<file path="src/rtl/dac_chain_pkg.sv">
`timescale 1ns/1ps
package dac_chain_pkg;
  localparam int WORD_W = 16;
  localparam int CTRL_W = 4;
  localparam int DATA_W = 12;
  localparam logic [CTRL_W-1:0] CTRL_LOAD = 4'b0001;
  localparam logic [CTRL_W-1:0] CTRL_NOP  = 4'b0000;

  typedef enum logic [1:0] {ST_IDLE, ST_PRE, ST_SHIFT} eng_state_e;
endpackage

</file>
<file path="src/rtl/dac_sclk_div.sv">
`timescale 1ns/1ps
module dac_sclk_div #(
  parameter int unsigned HALF_DIV = 5
) (
  input  logic clk_i,
  input  logic rst_ni,
  input  logic run_i,
  output logic tick_o
);
  localparam int CW = (HALF_DIV > 1) ? $clog2(HALF_DIV) : 1;
  localparam logic [CW-1:0] LAST = CW'(HALF_DIV - 1);

  logic [CW-1:0] cnt_q;

  always_ff @(posedge clk_i or negedge rst_ni) begin
    if (!rst_ni)            cnt_q <= '0;
    else if (!run_i)        cnt_q <= '0;
    else if (cnt_q == LAST) cnt_q <= '0;
    else                    cnt_q <= cnt_q + 1'b1;
  end

  assign tick_o = run_i && (cnt_q == LAST);

  a_r6_cnt_range: assert property (@(posedge clk_i) disable iff (!rst_ni)
    cnt_q <= LAST);
  a_r6_idle_clear: assert property (@(posedge clk_i) disable iff (!rst_ni)
    !run_i |=> cnt_q == '0);
endmodule

</file>
<file path="src/rtl/dac_ramp_src.sv">
`timescale 1ns/1ps
module dac_ramp_src
  import dac_chain_pkg::*;
(
  input  logic              clk_i,
  input  logic              rst_ni,
  input  logic              adv_i,
  output logic [DATA_W-1:0] ramp_o
);
  always_ff @(posedge clk_i or negedge rst_ni) begin
    if (!rst_ni)    ramp_o <= '0;
    else if (adv_i) ramp_o <= ramp_o + 1'b1;  // wraps at full scale
  end

  a_r9_ramp_step: assert property (@(posedge clk_i) disable iff (!rst_ni)
    adv_i |=> ramp_o == DATA_W'($past(ramp_o) + 1'b1));
  a_r9_ramp_hold: assert property (@(posedge clk_i) disable iff (!rst_ni)
    !adv_i |=> $stable(ramp_o));
endmodule

</file>
<file path="src/rtl/dac_frame_build.sv">
`timescale 1ns/1ps
module dac_frame_build
  import dac_chain_pkg::*;
#(
  parameter int N_DEV = 2,
  localparam int FRAME_W = N_DEV * WORD_W
) (
  input  logic [N_DEV*DATA_W-1:0] data_i,
  input  logic [N_DEV-1:0]        upd_en_i,
  input  logic                    ramp_mode_i,
  input  logic [DATA_W-1:0]       ramp_i,
  output logic [FRAME_W-1:0]      frame_o
);
  // device k occupies word k; the highest word leaves first and reaches the far end
  for (genvar k = 0; k < N_DEV; k++) begin : g_word
    logic [DATA_W-1:0] samp;
    assign samp = ramp_mode_i ? ramp_i : data_i[k*DATA_W +: DATA_W];
    assign frame_o[k*WORD_W +: WORD_W] = {(upd_en_i[k] ? CTRL_LOAD : CTRL_NOP), samp};
  end
endmodule

</file>
<file path="src/rtl/dac_shift_eng.sv">
`timescale 1ns/1ps
module dac_shift_eng
  import dac_chain_pkg::*;
#(
  parameter int FRAME_W   = 32,
  parameter int PRE_TICKS = 4
) (
  input  logic               clk_i,
  input  logic               rst_ni,
  input  logic               start_i,
  input  logic [FRAME_W-1:0] frame_i,
  input  logic               tick_i,
  output logic               ready_o,
  output logic               busy_o,
  output logic               sclk_o,
  output logic               sync_o,
  output logic               sdin_o,
  output logic               done_o
);
  localparam int BW = $clog2(FRAME_W + 1);
  localparam int PW = (PRE_TICKS > 1) ? $clog2(PRE_TICKS) : 1;

  eng_state_e         state_q;
  logic [FRAME_W-1:0] sh_q;
  logic [BW-1:0]      bit_q;
  logic [PW-1:0]      pre_q;

  always_ff @(posedge clk_i or negedge rst_ni) begin
    if (!rst_ni) begin
      state_q <= ST_IDLE;
      sh_q    <= '0;
      bit_q   <= '0;
      pre_q   <= '0;
      sclk_o  <= 1'b1;
      sync_o  <= 1'b1;
      sdin_o  <= 1'b0;
      done_o  <= 1'b0;
    end else begin
      done_o <= 1'b0;
      unique case (state_q)
        ST_IDLE: if (start_i) begin
          sh_q    <= frame_i;
          pre_q   <= '0;
          state_q <= ST_PRE;
        end
        ST_PRE: if (tick_i) begin
          if (pre_q == PW'(PRE_TICKS - 1)) begin
            state_q <= ST_SHIFT;
            sync_o  <= 1'b0;
            sdin_o  <= sh_q[FRAME_W-1];
            bit_q   <= '0;
          end else begin
            pre_q <= pre_q + 1'b1;
          end
        end
        ST_SHIFT: if (tick_i) begin
          if (sclk_o) begin
            sclk_o <= 1'b0;  // devices sample here
          end else begin
            sclk_o <= 1'b1;  // data moves on the opposite edge
            if (bit_q == BW'(FRAME_W - 1)) begin
              state_q <= ST_IDLE;
              sync_o  <= 1'b1;
              sdin_o  <= 1'b0;
              done_o  <= 1'b1;
            end else begin
              bit_q  <= bit_q + 1'b1;
              sh_q   <= sh_q << 1;
              sdin_o <= sh_q[FRAME_W-2];
            end
          end
        end
        default: state_q <= ST_IDLE;
      endcase
    end
  end

  assign ready_o = (state_q == ST_IDLE);
  assign busy_o  = !ready_o;

  a_r4_idle_lines: assert property (@(posedge clk_i) disable iff (!rst_ni)
    sync_o |-> (!sdin_o && sclk_o));
  a_r5_sdin_stable: assert property (@(posedge clk_i) disable iff (!rst_ni)
    $fell(sclk_o) |-> $stable(sdin_o));
  a_r8_done_on_rise: assert property (@(posedge clk_i) disable iff (!rst_ni)
    done_o |-> $rose(sync_o));
  a_r8_rise_has_done: assert property (@(posedge clk_i) disable iff (!rst_ni)
    $rose(sync_o) |-> done_o);
  a_r7_accept: assert property (@(posedge clk_i) disable iff (!rst_ni)
    (ready_o && start_i) |=> !ready_o);
  a_r3_bit_range: assert property (@(posedge clk_i) disable iff (!rst_ni)
    bit_q < BW'(FRAME_W));
  a_r3_sync_low_busy: assert property (@(posedge clk_i) disable iff (!rst_ni)
    !sync_o |-> busy_o);
endmodule

</file>
<file path="src/rtl/dac_chain_driver.sv">
`timescale 1ns/1ps
module dac_chain_driver
  import dac_chain_pkg::*;
#(
  parameter int N_DEV            = 2,
  parameter int SCLK_HALF_DIV    = 5,
  parameter int PRE_SCLK_PERIODS = 2
) (
  input  logic                    clk_i,
  input  logic                    rst_ni,
  input  logic                    start_i,
  output logic                    ready_o,
  input  logic [N_DEV*DATA_W-1:0] data_i,
  input  logic [N_DEV-1:0]        upd_en_i,
  input  logic                    ramp_mode_i,
  output logic                    sclk_o,
  output logic                    sync_o,
  output logic                    sdin_o,
  output logic                    done_o
);
  localparam int FRAME_W   = N_DEV * WORD_W;
  localparam int PRE_TICKS = 2 * PRE_SCLK_PERIODS;

  logic               tick;
  logic               busy;
  logic [DATA_W-1:0]  ramp;
  logic [FRAME_W-1:0] frame;

  dac_sclk_div #(.HALF_DIV(SCLK_HALF_DIV)) u_div (
    .clk_i(clk_i), .rst_ni(rst_ni), .run_i(busy), .tick_o(tick)
  );

  dac_ramp_src u_ramp (
    .clk_i(clk_i), .rst_ni(rst_ni), .adv_i(done_o), .ramp_o(ramp)
  );

  dac_frame_build #(.N_DEV(N_DEV)) u_build (
    .data_i(data_i), .upd_en_i(upd_en_i), .ramp_mode_i(ramp_mode_i),
    .ramp_i(ramp), .frame_o(frame)
  );

  dac_shift_eng #(.FRAME_W(FRAME_W), .PRE_TICKS(PRE_TICKS)) u_eng (
    .clk_i(clk_i), .rst_ni(rst_ni), .start_i(start_i), .frame_i(frame),
    .tick_i(tick), .ready_o(ready_o), .busy_o(busy), .sclk_o(sclk_o),
    .sync_o(sync_o), .sdin_o(sdin_o), .done_o(done_o)
  );
endmodule

</file>
<file path="config.mk">
export PLATFORM = sky130hd
export DESIGN_NAME = dac_chain_driver
export DESIGN_NICKNAME = d
export VERILOG_FILES = /design/src/rtl/dac_chain_pkg.sv /design/src/rtl/dac_sclk_div.sv /design/src/rtl/dac_ramp_src.sv /design/src/rtl/dac_frame_build.sv /design/src/rtl/dac_shift_eng.sv /design/src/rtl/dac_chain_driver.sv
export SDC_FILE = /design/constraint.sdc
export NUM_CORES = 1
export LEC_CHECK = 0
export BUFFER_PORTS_ARGS = -buffer_cell sky130_fd_sc_hd__buf_4
export CAP_MARGIN = 20
export CORE_UTILIZATION = 35
export CTS_CLUSTER_DIAMETER = 200
export DETAILED_ROUTE_END_ITERATION = 16
export PLACE_DENSITY_LB_ADDON = 0.12
export SETUP_SLACK_MARGIN = 0.3
export SYNTH_ARGS = -nofsm -noshare
export SYNTH_HDL_FRONTEND = slang
export SYNTH_HIERARCHICAL = 1
export SYNTH_SLANG_ARGS = --single-unit
</file>
<file path="constraint.sdc">
create_clock -name clk_i -period 3.37 [get_ports clk_i]
set_clock_uncertainty 0.15 [all_clocks]
set_input_delay 0.674 -clock clk_i [delete_from_list [all_inputs] [get_ports clk_i]]
set_output_delay 0.674 -clock clk_i [all_outputs]
set_load 0.01 [all_outputs]
</file>
==> impl_metrics.tcl, run 1 <==
set metrics [dict create \
    postCtsHoldBufs 0 \
    rsz0062_at_grt "no" \
    syn_avg_cell_area_sq_um 12.2 \
    min_period_over_period_pct 71.9 \
    grt_max_degree 62 \
    cts_resized 0 \
    synth_edf_count 0 \
    placed_cells 437 \
    synth_top_area_share_pct 41.6 \
    fill_cells 968 \
    die_w_um 103 \
    antenna_found_initial 0 \
    htreeDepth 3 \
    criticalPathCategory "reg -> reg" \
    async_flop_share_pct 100 \
    preCtsSetupSlack_ps 933 \
    synth_ff_type "dfrtp_1" \
    crit_path_end_kind "flop" \
    yosys_warnings 6 \
    viasPerCell 5.22 \
    syn_inst 290 \
    dr.first_iter.drc_count 90 \
    cts_tree "built" \
    drv_cap 0 \
    cts.path.max_buffers 2 \
    slew_viol_final 0 \
    clock_latency_ps 330 \
    power_w 0.00240 \
    grt_pass1_vias 2365 \
    firstDrtPassIters 4 \
    setup_viol 0 \
    grt_pass1_wl_um 12600 \
    stdcell_count 453 \
    yosys.cell_types.count 51 \
    leakage_nw 1.77 \
    numCtsBuffers 9 \
    p_clk_share_pct 24.4 \
    row_count 36 \
    wl_per_cell_um 16.7 \
    grt.total_usage_pct 16.0 \
    timing.slew.headroom_pct 45.1 \
    die-area_sq_um 10500 \
    share_seq_of_total_power_pct 48.2 \
    period_needed_ps 2420 \
    worst_setup_path_start_kind "flop" \
    vias 2365 \
    synth_area_leader_cell "dfrtp_1" \
    fmax_ghz 0.413 \
    initial_core_util_pct 36.3 \
    switching_power_w 0.000684 \
    ys_seq_area_share_pct 43.1 \
    tightest_slew_ps 824 \
    setup_tns_ps 0 \
    p_comb_share_pct 27.4 \
    hold_viol 0 \
    gp_congestion 0.719 \
    drive_gt1_share_pct 36.3 \
    cts_setup_buffers 0 \
    hold_slack_ps 266 \
    vdd_drop_max_mv 0.257 \
    hpwl_um 4850 \
    cts_root_buffer "clkbuf_8" \
    area_growth_syn_to_layout_pct 11.3 \
    pin_count 35 \
    drc 0 \
    nets 350 \
    grt-ovfl-total 0 \
    synth_area_leaders "dfrtp_1, a2bb2oi_2, mux2_4" \
    synth_area_sq_um 3550 \
    ys_ff_latch 61 \
    routed_wl_um 7580 \
    core_area_sq_um 9770 \
    hold_path.class "in -> async" \
    numPortBuffers 34 \
    die_y_um 103 \
    num_antenna_cells 0 \
    clkSlewWorstSetupHoldPaths_ps 70 \
    crit_required_ps 3480 \
    status "finished clean" \
    fin_ws_ps 948 \
    p_per_area_nw_per_um2 607 \
    ant_nets 0 \
    p_int_w 0.00171 \
    arrival_ps 2530 \
    cts_sinks 61 \
    swShare_pct 28.5 \
    path_max_fanout 32 \
]
critical path: stages (launching register included):
cell	delay (ps)
dfrtp_1	510
nor2_1	140
inv_1	100
and3_1	330
and4bb_4	330
a21o_4	110
buf_4	430
nand3_1	160
o21ai_2	80
sequential cells by signal (all words and copies together) (netlist names):
signal / flops
u_eng/pre_q: 2
u_eng/bit_q: 6
u_eng/sdin_o: 1
u_eng/state_q: 2
u_ramp/ramp_o: 12
u_div/cnt_q: 3
u_eng/sh_q: 32
u_eng/sync_o: 1
u_eng/done_o: 1
u_eng/sclk_o: 1
logic make-up after synthesis:
kind of cell | count (synthesis) | share of synthesized area, %
other | 1 | 0.106
adder cells (fa/ha/maj) | 5 | 1.76
XOR/XNOR | 11 | 2.72
AND/OR/NAND/NOR | 53 | 9.28
flip-flops | 61 | 43.1
buffers and inverters | 37 | 7.69
AO/OA/AOI/OAI | 95 | 24.7
multiplexers | 27 | 10.7
power groups by stage:
| stage | registers (W) | clock network, W | logic [W] |
|---|---|---|---|
| floorplan | 0.00112 | 0 | 0.000583 |
| global placement | 0.00116 | 0 | 0.000649 |
| detailed placement | 0.00116 | 0 | 0.000664 |
| CTS | 0.00115 | 0.000616 | 0.000663 |
| global route | 0.00118 | 0.000643 | 0.000725 |
| finish | 0.00115 | 0.000585 | 0.000656 |
layout make-up:
type,instances,area (sq um),area share (%)
clock buffers,14,163,4.12
clock inverters,2,10.0,0.254
inverters,9,33.8,0.856
multi-input cells,197,1770,44.8
flip-flops and latches,61,1530,38.8
well taps,133,166,4.22
repair buffers,37,278,7.04
cells in the mapped netlist (2+ instances only):
master      n
buf_2      11
a2bb2oi_2  29
inv_1       9
nand2b_1    6
xor2_1      6
ha_1        5
nand2_1    13
a21oi_1     8
and3_1      2
dfrtp_1    59
buf_12      2
a2bb2oi_1   2
nor2_1      5
dfstp_2     2
xnor2_1     5
buf_4       8
nor2b_1     2
buf_8       3
o31ai_1     3
o21ai_2     2
buf_6       3
a22oi_1     2
o22ai_1    31
a41oi_1     2
nand3_1     5
mux2_2      6
nor3_1      4
nand4_1     5
mux2_4     20
o21ai_0     9
layer usage:
metal | share of wire (%) | routed length [um] | up-vias | global-route usage [%]
li1 | - | - | 1123 | -
met1 | 52 | 3960 | 1187 | 23.6
met2 | 43 | 3290 | 45 | 22.7
met3 | 3.3 | 252 | 10 | 3.53
met4 | 1.0 | 76 | 0 | 5.60
met5 | 0 | 0 | - | 0
path summary, 6_finish.rpt:
| path | from | end | slack [ps] | depth (start not counted) |
|---|---|---|---|---|
| worst max-delay path | u_eng/state_q[0]$_DFFE_PN0P_ | u_eng/sh_q[0]$_DFFE_PN0P_ | 950 | 8 |
| worst min-delay path | rst_ni | u_ramp/ramp_o[1]$_DFFE_PN0P_ | 270 | 1 |
| worst max register to register | u_eng/state_q[0]$_DFFE_PN0P_ | u_eng/sh_q[0]$_DFFE_PN0P_ | 950 | 8 |
| worst min register to register | u_div/cnt_q[0]$_DFF_PN0_ | u_div/cnt_q[0]$_DFF_PN0_ | 310 | 1 |
| max in group asynchronous | rst_ni | u_eng/sh_q[1]$_DFFE_PN0P_ | 2240 | 1 |
| min in group clk_i | u_div/cnt_q[0]$_DFF_PN0_ | u_div/cnt_q[0]$_DFF_PN0_ | 310 | 1 |
metrics by stage:
stage | instance area (sq um) | util [%]
2_1_floorplan | 3560 | -
3_3_place_gp | 3770 | 38.6
3_5_place_dp | 3770 | 38.6
4_1_cts | 3950 | 40.4
5_1_grt | 3950 | 40.4
6_report | 3950 | 40.4
cell usage in the layout (no fill, tap or decap), types with 8 or more instances in the layout:
master	netlist	routed
a21oi_1	8	8
a2bb2oi_2	29	29
nand2_1	13	13
dfrtp_1	59	59
mux2_4	20	20
inv_1	9	9
o22ai_1	31	31
clkbuf_8	0	11
buf_4	8	37
o21ai_0	9	9
Note: power is estimated with default switching activity, not from simulation.
==> run 2, diff against run 1 <==
--- a/config.mk
+++ b/config.mk
@@ -5,6 +5,7 @@
 export SDC_FILE = /design/constraint.sdc
 export NUM_CORES = 1
 export LEC_CHECK = 0
+export ABC_AREA = 1
 export BUFFER_PORTS_ARGS = -buffer_cell sky130_fd_sc_hd__buf_4
 export CAP_MARGIN = 20
 export CORE_UTILIZATION = 35
==> constraint.sdc (replaced) <==
create_clock -name clk_i -period 2.2 [get_ports clk_i]
set_clock_uncertainty 0.15 [all_clocks]
set_input_delay 0.44 -clock clk_i [delete_from_list [all_inputs] [get_ports clk_i]]
set_output_delay 0.44 -clock clk_i [all_outputs]
set_load 0.01 [all_outputs]
==> run 2 against run 1 <==
  * Die area increased by 1.8%
  * Global-route usage increased by 3.0 points
  * Largest cell class unchanged
  * Clock power increased by 73%
  * Wire length increased by 28%
  * Synthesized area increased by 1.8%
==> impl_metrics.tcl, run 2 <==
set metrics [dict create \
    largest_register_ffs 32 \
    synth_ff_type "dfrtp_1" \
    die_y_um 104 \
    pin_count 35 \
    synth_top_area_share_pct 40.9 \
    area_growth_syn_to_layout_pct 21.5 \
    cts_tree "built" \
    gp_congestion 0.762 \
    regArea_sq_um 1530 \
    hold_start "start_i" \
    slew_viol_final 0 \
    grt_pass1_vias 3219 \
    min_period_over_period_pct 82.0 \
    setup_viol 0 \
    crit_buf_inv 3 \
    nets 582 \
    viasPerCell 4.76 \
    crit_required_ps 2280 \
    reg_top3 "u_eng/sh_q: 32 flops, u_ramp/ramp_o: 12 flops, u_eng/bit_q: 6 flops" \
    path_max_fanout 8 \
    ff2ff_path_depth 10 \
    drv_cap 0 \
    fmax_ghz 0.554 \
    design_area_sq_um 4390 \
    synth_area_leader_cell "dfrtp_1" \
    ys_seq_area_share_pct 42.3 \
    grt_pass1_wl_um 16100 \
    hpwl_um 5880 \
    leakage_nw 2.43 \
    synth_commonest_cells "nand2_1, dfrtp_1, nand4_1, inv_1, buf_2" \
    reg2reg_from "u_div/cnt_q[0]$_DFF_PN0_" \
    cts.path.max_buffers 2 \
    async_flop_share_pct 100 \
    synth_edf_count 0 \
    syn_inst 507 \
    rsz0062_at_grt "yes" \
    synth.most_common_cell "nand2_1" \
    dr.first_iter.drc_count 183 \
    grt-ovfl-total 0 \
    placed_cells 655 \
    layout_commonest_cell "nand2_1" \
    criticalPathCategory "reg -> reg" \
    critPathMaxStageDelay_ps 410 \
    worst_path_max_delay_cell "dfrtp_1" \
    crit_family "simple AND/OR/NAND/NOR gates" \
    clock_latency_ps 340 \
    drive_gt1_share_pct 20.1 \
    drc 0 \
    crit_path_end_kind "flop" \
    wl_per_cell_um 14.1 \
    worst_hold_path.endpoint "u_eng/state_q[0]$_DFFE_PN0P_" \
    cts_sinks 61 \
    place_area_sq_um 3910 \
    antenna_found_initial 0 \
    largest-register "u_eng/sh_q" \
    worst_setup_path_start_kind "flop" \
    synth_area_leaders "dfrtp_1, nand2_1, nand4_1" \
    p_per_area_nw_per_um2 509 \
    holdPathStages 3 \
    grt.total_usage_pct 18.9 \
    num_antenna_cells 0 \
    vdd_drop_max_mv 0.229 \
    arrival_ps 1880 \
    ant_nets 0 \
    die_w_um 104 \
    routed_wl_um 9690 \
    die-area_sq_um 10700 \
    vias 3258 \
    core_area_sq_um 9860 \
    period_needed_ps 1800 \
    path_cells "inv_2, ha_4, nand2_4, nor2_4, inv_2, o21ai_4, buf_12, nand3_4, nand2_1, nand2_1" \
    fill_cells 1010 \
    clkSlewWorstSetupHoldPaths_ps 70 \
    multi_input_area_sq_um 1920 \
    yosys.cell_types.count 28 \
    mostFrequentLayoutCells "nand2_1, dfrtp_1, buf_4" \
    hold_viol 0 \
    hold_path.class "in -> reg" \
    synth_area_sq_um 3610 \
    initial_core_util_pct 36.6 \
    r2r_slack_ps 400 \
    cts_root_buffer "clkbuf_8" \
    yosys_warnings 6 \
    grt_max_degree 62 \
    stdcell_count 685 \
    firstDrtPassIters 4 \
    hold_slack_ps 188 \
    row_count 36 \
    numCtsBuffers 9 \
    status "finished clean" \
    ys_ff_latch 61 \
    htreeDepth 3 \
    syn_avg_cell_area_sq_um 7.12 \
    timing.rr.end "u_eng/sh_q[8]$_DFFE_PN0P_" \
    numPortBuffers 34 \
]
-- run 2: changes by cell type after synthesis, sizes merged, moves of 6 or more --
cell	before	now
nand2b	6	0
inv	9	28
a21oi	8	0
nand3	5	14
nand2	13	286
mux2	26	1
nor2	5	17
o22ai	31	0
nand4	6	37
a2bb2oi	31	0
-- run 2: metrics by stage --
| step | setup TNS, ps | total power, W | setup WS, ps | utilization [%] |
|---|---|---|---|---|
| 6_report | 0 | 0.00223 | 396 | 44.5 |
| 3_3_place_gp | -4210 | 0.00125 | -144 | 39.6 |
| 3_5_place_dp | -4940 | 0.00125 | -170 | 39.6 |
| 2_1_floorplan | 0 | 0.00118 | 397 | - |
| 5_1_grt | 0 | 0.00234 | 287 | 44.5 |
| 4_1_cts | 0 | 0.00228 | 300 | 43.0 |
-- run 2: what timing repair did --
item	CTS	global route
setup endpoints to repair	38	39
endpoints found under the hold margin	59	0
gates resized for setup	7	28
gates cloned	3	2
hold buffers	1	0
pin swaps	4	8
setup buffers	6	2
-- run 2: kinds of logic (layout without fill, tap and decap cells) --
logic type,after synthesis,in the layout,share of synthesized area (%)
mux,1,1,0.312
fa+ha+maj,5,5,1.73
simple gates,358,362,41.9
xor+xnor,8,8,1.94
flops,61,61,42.3
compound gates,14,14,2.70
buf+inv,59,95,8.94
other cells,1,6,0.104
-- run 2: layout make-up --
cell class / instances / area share [%]
clock buffers: 12 / 3.31
clock inverters: 4 / 1.08
inverters: 28 / 2.45
multi-input cells: 396 / 43.7
flip-flops and latches: 61 / 34.9
well taps: 133 / 3.79
repair buffers: 51 / 10.8
-- run 2: worst max-delay path by stage --
stage	from	endpoint	slack [ps]	cells past startpoint
floorplan	u_eng/state_q[0]$_DFFE_PN0P_	u_eng/sh_q[10]$_DFFE_PN0P_	400	10
global placement	u_eng/state_q[1]$_DFFE_PN0P_	u_eng/sh_q[15]$_DFFE_PN0P_	-140	7
detailed placement	u_eng/state_q[1]$_DFFE_PN0P_	u_eng/sh_q[8]$_DFFE_PN0P_	-170	7
CTS	u_div/cnt_q[0]$_DFF_PN0_	u_eng/sh_q[14]$_DFFE_PN0P_	300	10
global route	u_div/cnt_q[0]$_DFF_PN0_	u_eng/sh_q[25]$_DFFE_PN0P_	290	10
finish	u_div/cnt_q[0]$_DFF_PN0_	u_eng/sh_q[8]$_DFFE_PN0P_	400	10
-- run 2: metal layers --
metal | GRT usage [%] | share of wire, % | vias to the layer above
met1 | 24.7 | 47 | 1538
met3 | 3.90 | 3.6 | 4
met5 | 0 | 0 | -
met4 | 4.87 | 0.59 | 0
li1 | - | - | 1668
met2 | 31.9 | 49 | 48
-- run 2: power breakdown --
| part | internal [W] | switching [W] | total [W] |
|---|---|---|---|
| Combinational | 0.0000455 | 0.0000573 | 0.000103 |
| Sequential | 0.00112 | 0 | 0.00112 |
| Clock | 0.000552 | 0.000458 | 0.00101 |
| Total | 0.00172 | 0.000516 | 0.00223 |
-- run 2: worst reg2reg max path, delay by kind of cell (launching register included) --
family	cells	cell delay, ps
simple gates	5	550
flops	1	410
fa+ha+maj	1	130
buf+inv	3	310
compound gates	1	140
